--- src/rtl/mce_pkg.sv ---
package mce_pkg;

   // Selects how a correctable ECC error is presented on its request line.
   typedef enum logic [0:0] {
      CE_IRQ_LEVEL = 1'b0,
      CE_IRQ_PULSE = 1'b1
   } ce_irq_mode_e;

   // Width of a down counter that must hold the value n.
   function automatic int unsigned cnt_width(input int unsigned n);
      return (n < 2) ? 1 : $clog2(n + 1);
   endfunction

endpackage

--- src/rtl/mce_err_lock.sv ---
module mce_err_lock #(
   parameter int unsigned NUM_SRC = 4
) (
   input  logic               clk_i,
   input  logic               rst_ni,
   input  logic [NUM_SRC-1:0] err_i,
   input  logic               clr_i,
   input  logic               en_i,
   output logic               lock_o,
   output logic               fire_o
);

   logic any_err;
   logic lock_q;

   generate
      if (NUM_SRC < 1) begin : g_bad_src
         $error("mce_err_lock: NUM_SRC must be at least 1");
      end
   endgenerate

   assign any_err = |err_i;

   // A fresh error only counts when no earlier one is being held.
   assign fire_o = any_err & ~lock_q & en_i;

   always_ff @(posedge clk_i or negedge rst_ni) begin
      if (!rst_ni) begin
         lock_q <= 1'b0;
      end else begin
         lock_q <= any_err | (lock_q & ~clr_i);
      end
   end

   assign lock_o = lock_q;

endmodule

--- src/rtl/mce_pulse_hold.sv ---
module mce_pulse_hold #(
   parameter int unsigned MIN_PULSE = 2
) (
   input  logic clk_i,
   input  logic rst_ni,
   input  logic trig_i,
   output logic hold_o
);

   localparam int unsigned CW = mce_pkg::cnt_width(MIN_PULSE);
   localparam logic [CW-1:0] RELOAD = CW'(MIN_PULSE - 1);

   logic [CW-1:0] left_q;
   logic          busy;

   generate
      if (MIN_PULSE < 1) begin : g_bad_len
         $error("mce_pulse_hold: MIN_PULSE must be at least 1");
      end
   endgenerate

   assign busy   = (left_q != '0);
   assign hold_o = trig_i | busy;

   // A trigger always reloads, so a late trigger extends the window.
   always_ff @(posedge clk_i or negedge rst_ni) begin
      if (!rst_ni) begin
         left_q <= '0;
      end else if (trig_i) begin
         left_q <= RELOAD;
      end else if (busy) begin
         left_q <= left_q - CW'(1);
      end
   end

endmodule

--- src/rtl/mce_ce_route.sv ---
module mce_ce_route #(
   parameter mce_pkg::ce_irq_mode_e MODE = mce_pkg::CE_IRQ_LEVEL
) (
   input  logic clk_i,
   input  logic rst_ni,
   input  logic ce_i,
   output logic irq_o
);

   logic irq_q;

   generate
      if (MODE == mce_pkg::CE_IRQ_PULSE) begin : g_pulse
         logic ce_d;
         always_ff @(posedge clk_i or negedge rst_ni) begin
            if (!rst_ni) begin
               ce_d  <= 1'b0;
               irq_q <= 1'b0;
            end else begin
               ce_d  <= ce_i;
               irq_q <= ce_i & ~ce_d;
            end
         end
      end else begin : g_level
         always_ff @(posedge clk_i or negedge rst_ni) begin
            if (!rst_ni) begin
               irq_q <= 1'b0;
            end else begin
               irq_q <= ce_i;
            end
         end
      end
   endgenerate

   assign irq_o = irq_q;

endmodule

--- src/rtl/mce_signal_unit.sv ---
module mce_signal_unit #(
   parameter int unsigned          NUM_BUS_ERR = 4,
   parameter int unsigned          OPT_W       = 8,
   parameter int unsigned          EN_BIT      = 1,
   parameter int unsigned          MIN_PULSE   = 2,
   parameter mce_pkg::ce_irq_mode_e CE_MODE    = mce_pkg::CE_IRQ_LEVEL
) (
   input  logic                   clk_i,
   input  logic                   rst_ni,
   input  logic [NUM_BUS_ERR-1:0] bus_err_i,
   input  logic                   ext_req_i,
   input  logic                   ecc_ue_i,
   input  logic                   ecc_ce_i,
   input  logic [OPT_W-1:0]       opt_reg_i,
   input  logic                   lock_clr_i,
   output logic                   mc_n_o,
   output logic                   ce_irq_o
);

   logic mc_en;
   logic lock_q;
   logic bus_fire;
   logic ue_fire;
   logic pulse_hold;
   logic ext_hold;
   logic mc_n_q;

   generate
      if (EN_BIT >= OPT_W) begin : g_bad_bit
         $error("mce_signal_unit: EN_BIT lies outside the option register");
      end
   endgenerate

   assign mc_en    = opt_reg_i[EN_BIT];
   assign ue_fire  = ecc_ue_i & mc_en;
   assign ext_hold = ext_req_i & mc_en;

   mce_err_lock #(
      .NUM_SRC (NUM_BUS_ERR)
   ) u_lock (
      .clk_i  (clk_i),
      .rst_ni (rst_ni),
      .err_i  (bus_err_i),
      .clr_i  (lock_clr_i),
      .en_i   (mc_en),
      .lock_o (lock_q),
      .fire_o (bus_fire)
   );

   mce_pulse_hold #(
      .MIN_PULSE (MIN_PULSE)
   ) u_hold (
      .clk_i  (clk_i),
      .rst_ni (rst_ni),
      .trig_i (bus_fire | ue_fire),
      .hold_o (pulse_hold)
   );

   mce_ce_route #(
      .MODE (CE_MODE)
   ) u_ce (
      .clk_i  (clk_i),
      .rst_ni (rst_ni),
      .ce_i   (ecc_ce_i),
      .irq_o  (ce_irq_o)
   );

   // Registered output: no combinational path reaches the processor pin.
   always_ff @(posedge clk_i or negedge rst_ni) begin
      if (!rst_ni) begin
         mc_n_q <= 1'b1;
      end else begin
         mc_n_q <= ~(pulse_hold | ext_hold);
      end
   end

   assign mc_n_o = mc_n_q;

endmodule

--- config.mk ---
export PLATFORM = sky130hd
export DESIGN_NAME = mce_signal_unit
export DESIGN_NICKNAME = d
export VERILOG_FILES = /design/src/rtl/mce_pkg.sv /design/src/rtl/mce_err_lock.sv /design/src/rtl/mce_pulse_hold.sv /design/src/rtl/mce_ce_route.sv /design/src/rtl/mce_signal_unit.sv
export SDC_FILE = /design/constraint.sdc
export NUM_CORES = 1
export LEC_CHECK = 0
export ABC_AREA = 1
export CAP_MARGIN = 25
export CORE_AREA = 10 10 47 49
export CTS_BUF_LIST = sky130_fd_sc_hd__clkbuf_8
export DETAILED_ROUTE_END_ITERATION = 6
export DIE_AREA = 0 0 57 59
export GPL_ROUTABILITY_DRIVEN = 0
export GPL_TIMING_DRIVEN = 0
export SETUP_SLACK_MARGIN = 0.1
export SLEW_MARGIN = 10
export SYNTH_ARGS = -nofsm -noshare
export SYNTH_HDL_FRONTEND = slang
export SYNTH_HIERARCHICAL = 1
export SYNTH_SLANG_ARGS = --single-unit
--- constraint.sdc ---
create_clock -name clk_i -period 3.02 [get_ports clk_i]
set_clock_uncertainty 0.2 [all_clocks]
set_input_delay 0.453 -clock clk_i [delete_from_list [all_inputs] [get_ports clk_i]]
set_output_delay 0.453 -clock clk_i [all_outputs]
set_load 0.02 [all_outputs]
==> summary.txt <==
Outcome
  • Status: finished, final reports clean

Worst setup path
  • Max Fanout on Critical Path: 1
  • Worst setup EP type: output pin
  • Critical path class: flip-flop to output pin
  • R2R Setup Slk: 1.82 ns
  • CP bufs+invs: 1
  • Setup crit start kind: flip-flop
  • Crit path largest cell delay: 0.59 ns
  • Slowest stage cell, crit path: clkdlybuf4s50_1
  • Required time of the worst setup path: 2.37 ns
  • Worst-path cell chain: clkdlybuf4s50_1
  • Arrival @ worst endpoint: 1.32 ns
  • Critical path's top delay family: buffers and inverters

Timing
  • Rel. slew slack: 84.3%
  • Setup violators final: 0
  • Setup ws final: 1.05 ns
  • Setup TNS: 0 ns
  • Actual slew at the worst max-slew pin: 0.235 ns
  • Max-slew violations: 0
  • Fin crit share: 65.2%
  • Fin. Hold Viols: 0
  • Clock period minus worst slack: 1.97 ns
  • RSZ-0062 raised after global routing: no
  • FMAX: 508 MHz

Power and ir drop
  • PwrDens: 740 nW/um2
  • Sw Ratio: 29.7%
  • Peak supply drop: 0.333 mV
  • Clk pwr share: 37.5%
  • Combinational Power Share: 32.5%
  • Total power: 321 uW
  • Internal Power: 225 uW
  • Flop pwr share: 30.0%
  • Switching pwr: 95.3 uW
  • P_leak: 0.000207 uW

Global route
  • Global-route met2 utilization: 4.19%
  • Total GRT Usage: 3.94%
  • Met3 Use GR: 4.94%
  • First-pass GRT wire length: 903 um
  • Vias in the first global route: 212
  • Met1 Track Usage GR: 3.83%
  • GR peak layer: met3
  • Largest net degree at the start of global routing: 6
  • Grt ovf: 0
  • Initial antenna violation count: 0

Placement
  • PortBufs: 12
  • Placement Cell Area: 388 um2
  • Post-DP HPWL: 475 um
  • Pre-CTS setup slack: 1.21 ns

Clock tree
  • Post-CTS setup buffer count: 0
  • Reg clk slew, reported paths: 0.04 ns
  • CTS root buf: clkbuf_8
  • Clk_lat worst skew: 0.22 ns
  • CTS Buf Count: 3
  • Bufs on Longest Clock Path: 2
  • CTS tree: built
  • Post-cts resize count: 0
  • Post-cts hold buffer count: 0
  • Clock sink total: 5
  • Htree depth: 1

Synthesis
  • YS warnings: 6
  • Flops & latches, synth: 5
  • Avg Cell Area, Syn: 8.26 um2
  • Synth Instances: 30
  • Syn_nets: 49
  • Register area share after synthesis: 51.0%
  • Cell Area, Synth: 248 um2
  • Netlist cell types: 13

Hold path
  • Worst hold path type: primary input to asynchronous set/reset pin

Die
  • Row Count: 14
  • Io pins: 20
  • Die H: 59 um
  • Core ar.: 1400 um2
  • Starting density of the core: 17.7%
  • Die area: 3360 um2
  • DIE WIDTH: 57 um

Cells and area
  • # diodes: 0
  • Area growth syn-to-layout: 74.7%
  • Commonest cells after routing, fill and taps aside: 12 x clkdlybuf4s50_1, 7 x nand2_1, 7 x inv_1
  • Final instance area: 433 um2
  • Final Core Density: 30.9%
  • Fin nets: 66
  • Layout cells sized above 1: 17.4%
  • Most common cell after layout, fill and taps aside: clkdlybuf4s50_1

Drt
  • Drt drc: 0
  • DRT Wirelength: 569 um
  • Post-DRT Antenna Nets: 0
  • Routed len/inst: 9.18 um
  • Drt pass-1 iters: 4
  • DR vias: 230
  • Vias per Instance: 3.71
  • Iteration-0 DRC Markers: 5

Flow run
  • Max-Cap Viols: 0
power groups by stage:
stage	Clock (uW)	Sequential, uW	Combinational [uW]
3_5_place_dp	0	97.3	106
2_1_floorplan	0	103	65.0
3_3_place_gp	0	96.2	103
4_1_cts	126	96.4	106
5_1_grt	132	98.2	114
6_report	120	96.3	104
flip-flops by register name, indices dropped and copies added, names as in the netlist:
name           count
mc_n_o             1
u_ce/irq_o         1
u_hold/left_q      2
u_lock/lock_o      1
cell families (layout without fill, tap and decap cells):
logic type                 after synthesis  after routing  share of synthesized area (%)
buffers and inverters                    8             24                           12.1
DFF                                      5              5                           51.0
and+or+nand+nor                         14             14                           26.3
adders and majority gates                1              1                           5.05
AOI/OAI and AO/OA                        2              2                           5.55
metrics by stage:
step                hold slack [ns]  instances
finish                        0.258         62
global route                  0.269         62
CTS                           0.263         62
detailed placement            0.276         58
global placement              0.279         58
floorplan                   -0.0426         30
final cells by class:
class / count / area, um2
clock buffers: 3 / 41.3
flip-flops and latches: 5 / 126
well taps: 16 / 20.0
repair buffers: 12 / 120
multi-input cells: 17 / 91.3
fillers: 165 / 968
inverters: 8 / 30.0
clock inverters: 1 / 3.75
synth_stat cells, drive strengths merged:
| cell type | n | area share, % |
|---|---|---|
| clkinv | 1 | 1.5 |
| a21oi | 2 | 5.6 |
| nand2 | 8 | 13 |
| nor2 | 2 | 3.0 |
| dfrtp | 4 | 40 |
| dfstp | 1 | 11 |
| nand3 | 4 | 10 |
| inv | 7 | 11 |
| ha | 1 | 5.0 |
per-layer routing:
| metal | share of wire (%) | vias to the layer above |
|---|---|---|
| met3 | 13 | 0 |
| met2 | 42 | 12 |
| met4 | 0 | 0 |
| met5 | 0 | - |
| li1 | - | 121 |
| met1 | 45 | 97 |
worst paths after layout:
path / startpoint / end / cells after the start
setup / recovery: mc_n_o / mc_n_o / 1
hold / removal: rst_ni / u_hold/left_q[0] / 1
setup reg to reg: u_lock/lock_o / u_hold/left_q[1] / 8
hold reg to reg: u_lock/lock_o / u_lock/lock_o / 2
max in group asynchronous: rst_ni / mc_n_o / 1
min in group clk_i: u_lock/lock_o / u_lock/lock_o / 2
No activity file was read; power rests on OpenSTA's default activity.
